### config.mk
export PLATFORM = sky130hd
export DESIGN_NAME = warp_sched
export DESIGN_NICKNAME = d
export VERILOG_FILES = /design/src/rtl/warp_sched_pkg.sv /design/src/rtl/warp_sched_ctrl.sv /design/src/rtl/warp_sched_ctx.sv /design/src/rtl/warp_sched.sv
export SDC_FILE = /design/constraint.sdc
export NUM_CORES = 1
export LEC_CHECK = 0
export ABC_AREA = 1
export BUFFER_PORTS_ARGS = -buffer_cell sky130_fd_sc_hd__buf_2
export CELL_PAD_IN_SITES_DETAIL_PLACEMENT = 2
export CELL_PAD_IN_SITES_GLOBAL_PLACEMENT = 2
export CORE_ASPECT_RATIO = 2
export CORE_UTILIZATION = 35
export CTS_CLUSTER_SIZE = 40
export DETAILED_ROUTE_END_ITERATION = 10
export PLACE_DENSITY = 0.91
export SKIP_CTS_REPAIR_TIMING = 1
export SYNTH_ARGS = -nofsm -noshare
export SYNTH_HDL_FRONTEND = slang
export SYNTH_SLANG_ARGS = --single-unit
### constraint.sdc
create_clock -name clk -period 2.33 [get_ports clk]
set_input_delay 0.233 -clock clk [delete_from_list [all_inputs] [get_ports clk]]
set_output_delay 0.233 -clock clk [all_outputs]
set_load 0.02 [all_outputs]
### src/rtl/warp_sched_pkg.sv
package warp_sched_pkg;
  // Upper bound on the warp index width carried in the strobe struct
  localparam int WID_MAX = 8;

  // Strobes from control to the context datapath
  typedef struct packed {
    logic               advance;  // step the PC of the selected warp
    logic [WID_MAX-1:0] warp;     // selected warp index, zero-extended
  } ctxStrobe_t;
endpackage

### src/rtl/warp_sched_ctrl.sv
module warp_sched_ctrl
  import warp_sched_pkg::*;
#(
  parameter int NUM_WARPS = 4,
  parameter int WID_W     = 2
) (
  input  logic                 clk,
  input  logic                 rstN,
  input  logic [NUM_WARPS-1:0] stallMask,
  input  logic                 doneValid,
  input  logic [WID_W-1:0]     doneWarp,
  output logic                 issueValid,
  output logic [WID_W-1:0]     issueWarp,
  output ctxStrobe_t           strobe
);

  logic [NUM_WARPS-1:0] readyQ;
  logic [NUM_WARPS-1:0] doneHot;
  logic [WID_W-1:0]     lastQ;
  logic [WID_W-1:0]     pick;
  logic                 found;

  always_comb begin
    doneHot = '0;
    if (doneValid) doneHot[doneWarp] = 1'b1;
  end

  // Round-robin search starting after the last issued warp
  always_comb begin
    found = 1'b0;
    pick  = lastQ;
    for (int i = 1; i <= NUM_WARPS; i++) begin
      int k;
      k = int'(lastQ) + i;
      if (k >= NUM_WARPS) k = k - NUM_WARPS;
      if (!found && readyQ[WID_W'(k)]) begin
        found = 1'b1;
        pick  = WID_W'(k);
      end
    end
  end

  always_ff @(posedge clk) begin
    if (!rstN) begin
      readyQ <= '1;
      lastQ  <= WID_W'(NUM_WARPS - 1);
    end else begin
      // a stall wins over a completion for the same warp
      readyQ <= (readyQ | doneHot) & ~stallMask;
      if (found) lastQ <= pick;
    end
  end

  assign issueValid     = found;
  assign issueWarp      = pick;
  assign strobe.advance = found && !stallMask[pick];
  assign strobe.warp    = WID_MAX'(pick);

endmodule

### src/rtl/warp_sched_ctx.sv
module warp_sched_ctx
  import warp_sched_pkg::*;
#(
  parameter int          NUM_WARPS = 4,
  parameter int          WID_W     = 2,
  parameter int          PC_W      = 16,
  parameter int unsigned BASE_PC   = 32'h100,
  parameter int unsigned PC_STRIDE = 32'h40
) (
  input  logic                            clk,
  input  logic                            rstN,
  input  ctxStrobe_t                      strobe,
  output logic [PC_W-1:0]                 readPc,
  output logic [NUM_WARPS-1:0][PC_W-1:0]  pcAll
);

  for (genvar w = 0; w < NUM_WARPS; w++) begin : g_ctx
    logic [PC_W-1:0] pcQ;
    always_ff @(posedge clk) begin
      if (!rstN)
        pcQ <= PC_W'(BASE_PC + w * PC_STRIDE);
      else if (strobe.advance && strobe.warp == WID_MAX'(w))
        pcQ <= pcQ + PC_W'(1);
    end
    assign pcAll[w] = pcQ;
  end

  assign readPc = pcAll[strobe.warp[WID_W-1:0]];

endmodule

### src/rtl/warp_sched.sv
module warp_sched
  import warp_sched_pkg::*;
#(
  parameter int          NUM_WARPS = 4,
  parameter int          PC_W      = 16,
  parameter int unsigned BASE_PC   = 32'h100,
  parameter int unsigned PC_STRIDE = 32'h40,
  localparam int         WID_W     = $clog2(NUM_WARPS)
) (
  input  logic                 clk,
  input  logic                 rstN,
  input  logic [NUM_WARPS-1:0] stallMask,
  input  logic                 doneValid,
  input  logic [WID_W-1:0]     doneWarp,
  output logic                 issueValid,
  output logic [WID_W-1:0]     issueWarp,
  output logic [PC_W-1:0]      issuePc
);

  ctxStrobe_t                     strobe;
  logic [NUM_WARPS-1:0][PC_W-1:0] pcAll;

  warp_sched_ctrl #(.NUM_WARPS(NUM_WARPS), .WID_W(WID_W)) ctrl_i (
    .clk(clk), .rstN(rstN), .stallMask(stallMask), .doneValid(doneValid),
    .doneWarp(doneWarp), .issueValid(issueValid), .issueWarp(issueWarp),
    .strobe(strobe)
  );

  warp_sched_ctx #(
    .NUM_WARPS(NUM_WARPS), .WID_W(WID_W), .PC_W(PC_W),
    .BASE_PC(BASE_PC), .PC_STRIDE(PC_STRIDE)
  ) ctx_i (
    .clk(clk), .rstN(rstN), .strobe(strobe), .readPc(issuePc), .pcAll(pcAll)
  );

endmodule

==> flow_metrics.tcl, run 1 <==
set metrics [dict create \
    irDropWorstVdd_v 0.00160 \
    cp.required_ns 2.10 \
    period_minus_slack_ns 2.96 \
    dpl_cell_area_mm2 0.00528 \
    synth_top_area_cell "dfxtp_1" \
    finClkSkew_ns 0.0193 \
    cts_root_buf "clkbuf_16" \
    startpoint_type "flip-flop" \
    violations "setup timing" \
    worst_slew_pin_slew_ns 0.712 \
    area_growth_pct 37.3 \
    grt_max_degree 26 \
    synth-seq-cells 70 \
    crit_chain "inv_8 > nand2_4 > nand2_4 > nand2_4 > nand2_8 > nor2_4 > nand3_4 > nand2_4 > buf_6 > nor2_4 > buf_6 > a22oi_2 > o221ai_2 > buf_4" \
    cts_tree "built" \
    dp_slack_ns -0.300 \
    globalplace.congestion 0.902 \
    diodes 0 \
    fin_nets 774 \
    slew_violations 0 \
    seq_area_frac_synth_pct 30.5 \
    cp_slowest_cell "dfxtp_4" \
    grt_overflow 0 \
    holdCritPathClass "in -> reg" \
    first_iter_violations 347 \
    die_h_um 164 \
    drcViolationCount 0 \
    crit_fanout 6 \
    power.leakage_nw 2.44 \
    grt_pass1_wl_mm 35.7 \
    synth_edf_count 0 \
    drive_gt1_share_pct 28.7 \
    cts_buffers 9 \
    critPathKind "reg -> out" \
    cpMostUsedCell "nand2_4" \
    final_cells 916 \
    synth_top_area_share_pct 30.5 \
    clock-sinks 70 \
    synth_area_leaders "dfxtp_1 30%, nand2_1 15%, xor2_1 7.8%" \
    die_x_um 83.1 \
    clk_latency_ns 0.36 \
    synth.most_common_cell "nand2_1" \
    drt-pass1-iter-count 7 \
    grt.total_usage_pct 35.0 \
    min_period_over_period_pct 127 \
    row_count 58 \
    holdWs_ns 0.136 \
    slew_headroom_pct 52.3 \
    cts_max_path_buffers 2 \
    power_density_mw_per_mm2 1790 \
    drt_wl_total_mm 30.0 \
    initial_core_util_pct 36.2 \
    syn_avg_cell_area_um2 6.79 \
    final_area_mm2 0.00632 \
    htree_levels 3 \
    synth_common_cells "179 x nand2_1, 71 x inv_1, 70 x dfxtp_1, 70 x nand3_1, 51 x a21oi_1" \
    hold_violations 0 \
    dp_hpwl_mm 16.3 \
    synth_area_mm2 0.00460 \
    io_buffers 27 \
    die_area_mm2 0.0136 \
    synth_cells 678 \
    finalWorstSetupSlack_ns -0.633 \
    ys_types 39 \
    floorplan.io_pins 28 \
    crit_arrival_ns 2.73 \
    async_flop_share_pct 0 \
    viasPerCell 6.32 \
    ys_warn_count 0 \
    grt_pass1_vias 6140 \
    status "finished with violations" \
    coreArea_mm2 0.0127 \
    slowest_delay_ns 0.43 \
    antenna_found_initial 0 \
    placed_cells 883 \
    wl_per_cell_um 32.8 \
    synth-main-ff-cell "dfxtp_1" \
    drv_cap 0 \
    r2r_slack_ns -0.57 \
    antenna_left 0 \
    clkTransAtPathRegs_ns 0.07 \
    max_freq_mhz 338 \
    synth_nets 691 \
    power_w 0.0113 \
    end_kind "output port" \
    routed-via-count 5790 \
    rsz0062_at_grt "true" \
    fill_cells 1400 \
    final-setup-viol-count 82 \
]
==> flip-flops by register name, indices dropped and copies added (netlist names) <==
name	count
ctrl_i.lastQ	2
ctrl_i.readyQ	4
ctx_i.g_ctx.pcQ	64
==> path summary, 6_finish.rpt <==
kind | start | to | cells past startpoint
max | ctrl_i.lastQ[1]$_SDFFE_PN1P_ | issuePc[8] | 14
min | stallMask[2] | ctrl_i.readyQ[2]$_SDFF_PN1_ | 2
max reg2reg | ctrl_i.lastQ[1]$_SDFFE_PN1P_ | ctx_i.g_ctx[1].pcQ[13]$_SDFFE_PN0P_ | 19
min reg2reg | ctx_i.g_ctx[2].pcQ[14]$_SDFFE_PN0P_ | ctx_i.g_ctx[2].pcQ[14]$_SDFFE_PN0P_ | 2
==> cell usage in the layout (no fill, tap or decap), types with 10 or more instances in the layout <==
master,count
buf_4,58
nand3_1,63
buf_6,21
buf_2,10
nand2_4,21
o221ai_2,12
dfxtp_1,67
nor2_1,41
a21oi_1,42
xor2_1,41
nand2_1,157
a22oi_2,10
nor3_1,20
inv_1,68
nand2_2,11
xnor2_1,10
==> metrics by stage <==
| stage | utilization [%] | TNS, ns |
|---|---|---|
| finish | 49.8 | -30.44 |
| CTS | 44.0 | -30.03 |
| detailed placement | 41.6 | -14.49 |
| global route | 49.8 | -32.38 |
| global placement | 41.6 | -0.106 |
| floorplan | - | -0.0228 |
==> layout make-up <==
class,instances,area [um2],area share [%]
multi-input combinational,506,3240,51.3
inverter,79,343,5.42
tap,150,188,2.97
timing repair buffer,95,837,13.2
sequential,70,1410,22.3
clock inverter,3,42.5,0.673
clock buffer,13,260,4.12
==> where the power goes <==
group / leakage, nW / switching [W] / internal, W
clock network: 0.146 / 0.000616 / 0.000889
registers: 0.568 / 0.000161 / 0.00130
logic: 1.73 / 0.00535 / 0.00297
==> routing by layer <==
metal	up-vias	GRT usage (%)	share of wire [%]
met5	-	0	0
met2	328	64.2	51
li1	2412	-	-
met4	0	30.0	11
met3	192	6.33	5.1
met1	2858	33.2	33
==> cells by family after synthesis <==
| family | Yosys count | synth area share (%) |
|---|---|---|
| AO/OA/AOI/OAI | 97 | 13.3 |
| XOR/XNOR | 51 | 9.71 |
| adder cells (fa/ha/maj) | 4 | 1.09 |
| buffers and inverters | 102 | 9.30 |
| flip-flops | 70 | 30.5 |
| AND/OR/NAND/NOR | 354 | 36.2 |
==> critical path: cells and delay by family (launching register included) <==
kind | cells | cell delay, ns
compound gates | 2 | 0.41
buf+inv | 4 | 0.51
simple gates | 8 | 1.00
flops | 1 | 0.43
Power figures use the tool's default switching activity.
==> inputs of run 2 (changes only) <==
--- a/config.mk
+++ b/config.mk
@@ -6,7 +6,7 @@
 export NUM_CORES = 1
 export LEC_CHECK = 0
 export ABC_AREA = 1
-export BUFFER_PORTS_ARGS = -buffer_cell sky130_fd_sc_hd__buf_2
+export BUFFER_PORTS_ARGS = -buffer_cell sky130_fd_sc_hd__clkbuf_2
 export CELL_PAD_IN_SITES_DETAIL_PLACEMENT = 2
 export CELL_PAD_IN_SITES_GLOBAL_PLACEMENT = 2
 export CORE_ASPECT_RATIO = 2
==> run 2 against run 1 <==
Net effect:
- global-route usage fell by 0.44 points
- die area did not move
- critical path type unchanged
- critical endpoint is now issuePc[1]
- the flow still finishes with violations (setup timing)
- maximum frequency fell by 10%
==> flow_metrics.tcl, run 2 (same netlist as run 1, synthesis figures left out) <==
set metrics [dict create \
    cp.required_ns 2.10 \
    grt_overflow 0 \
    floorplan.io_pins 28 \
    slew_headroom_pct 53.6 \
    worstSetupEndpoint "issuePc[1]" \
    power.leakage_nw 2.46 \
    drt_wl_total_mm 30.9 \
    dp_hpwl_mm 16.7 \
    area_growth_pct 37.5 \
    final-setup-viol-count 83 \
    grt_pass1_wl_mm 35.4 \
    drv_cap 0 \
    layout_commonest_cell "nand2_1" \
    placed_cells 887 \
    io_buffers 27 \
    htree_levels 3 \
    first_iter_violations 422 \
    clk_latency_ns 0.36 \
    end_kind "output port" \
    drcViolationCount 0 \
    crit_fanout 12 \
    cts_buffers 9 \
    r2r-end "ctx_i.g_ctx[1].pcQ[5]$_SDFFE_PN0P_" \
    r2r_slack_ns -0.68 \
    final_cells 931 \
    fin_nets 791 \
    critPathLaunch "ctrl_i.lastQ[0]$_SDFFE_PN1P_" \
    diodes 0 \
    drt-pass1-iter-count 4 \
    power_density_mw_per_mm2 1830 \
    drive_gt1_share_pct 28.3 \
    startpoint_type "flip-flop" \
    final_cell_mix "163 x nand2_1, 73 x buf_4, 70 x inv_1, 67 x dfxtp_1, 64 x nand3_1" \
    row_count 58 \
    min_period_over_period_pct 141 \
    cts_max_path_buffers 2 \
    max_freq_mhz 304 \
    hold_violations 0 \
    rsz0062_at_grt "true" \
    largest_register_ffs 64 \
    die_x_um 83.1 \
    period_minus_slack_ns 3.29 \
    critPathKind "reg -> out" \
    coreArea_mm2 0.0127 \
    initial_core_util_pct 36.2 \
    r2r_cells 17 \
    clock-sinks 70 \
    antenna_left 0 \
    final_area_mm2 0.00633 \
    setup_tns_ns -43.15 \
    cts_root_buf "clkbuf_16" \
    status "finished with violations" \
    grt_max_degree 48 \
    top_register "ctx_i.g_ctx.pcQ" \
    wl_per_cell_um 33.2 \
    fill_cells 1400 \
    violations "setup timing" \
    grt.total_usage_pct 34.6 \
    clkTransAtPathRegs_ns 0.06 \
    globalplace.congestion 0.908 \
    irDropWorstVdd_v 0.00119 \
    grt_pass1_vias 6092 \
    holdWs_ns 0.132 \
    die_area_mm2 0.0136 \
    worst_slew_pin_slew_ns 0.691 \
    crit_arrival_ns 3.06 \
    rr_startpoint "ctrl_i.lastQ[0]$_SDFFE_PN1P_" \
    holdCritPathClass "in -> reg" \
    cts_tree "built" \
    antenna_found_initial 0 \
    dpl_cell_area_mm2 0.00531 \
    viasPerCell 6.37 \
    die_h_um 164 \
    routed-via-count 5926 \
    reg.largest.list "ctx_i.g_ctx.pcQ (64), ctrl_i.readyQ (4), ctrl_i.lastQ (2)" \
    finClkSkew_ns 0.0119 \
    slew_violations 0 \
    finalWorstSetupSlack_ns -0.963 \
]
-- run 2: changes by cell type in the layout (fill, tap and decap cells not counted), sizes merged --
cell      previous run  this run
buf                 95        98
bufinv               1         0
clkbuf              13        24
clkinvlp             2         1
inv                 78        80
nand4               10        11
-- run 2: final cells by class --
class,instances,area [um2],area share [%]
flip-flops and latches,70,1410,22.3
inverters,79,333,5.26
clock inverters,1,5.00,0.0791
well taps,150,188,2.97
repair inverters,2,12.5,0.198
clock buffers,13,270,4.27
multi-input cells,507,3190,50.3
repair buffers,109,923,14.6
-- run 2: per-layer routing --
metal / vias to the layer above / wire [um] / global-route usage [%]
met2: 351 / 15400 / 65.6
met1: 2929 / 10200 / 32.0
li1: 2449 / - / -
met3: 197 / 1930 / 5.23
met4: 0 / 3390 / 28.4
met5: - / 0 / 0
-- run 2: worst min-delay path by stage --
stage / start / cells after the start / endpoint
global placement: ctx_i.g_ctx[1].pcQ[8]$_SDFFE_PN1P_ / 2 / ctx_i.g_ctx[1].pcQ[8]$_SDFFE_PN1P_
CTS: stallMask[3] / 2 / ctrl_i.readyQ[3]$_SDFF_PN1_
global route: stallMask[3] / 2 / ctrl_i.readyQ[3]$_SDFF_PN1_
finish: stallMask[3] / 2 / ctrl_i.readyQ[3]$_SDFF_PN1_
floorplan: stallMask[1] / 1 / ctrl_i.readyQ[1]$_SDFF_PN1_
detailed placement: ctx_i.g_ctx[1].pcQ[14]$_SDFFE_PN0P_ / 2 / ctx_i.g_ctx[1].pcQ[14]$_SDFFE_PN0P_
-- run 2: through the flow --
stage / setup slack [ns] / util, % / total power [W]
2_1_floorplan: -0.0121 / - / 0.00466
3_3_place_gp: -0.0826 / 41.8 / 0.00668
3_5_place_dp: -0.539 / 41.8 / 0.00715
4_1_cts: -0.902 / 44.0 / 0.00863
5_1_grt: -1.04 / 49.8 / 0.0117
6_report: -0.963 / 49.8 / 0.0116
-- run 2: power breakdown --
part	leakage, nW	internal, W	switching, W	total, W
sequential	0.568	0.00130	0.000138	0.00143
clock	0.138	0.000798	0.000642	0.00144
combinational	1.75	0.00318	0.00556	0.00873
total	2.46	0.00527	0.00633	0.0116
-- run 2: critical path, stage by stage (launching register included) --
cell,delay [ns]
dfxtp_4,0.38
buf_6,0.15
nand2_4,0.06
nand2_4,0.07
nand2_4,0.12
buf_4,0.15
nand3_1,0.17
nand2_1,0.28
nand2_2,0.15
nand2_4,0.13
buf_12,0.12
nor2_1,0.07
buf_6,0.17
a22oi_2,0.29
o221ai_2,0.19
buf_4,0.19
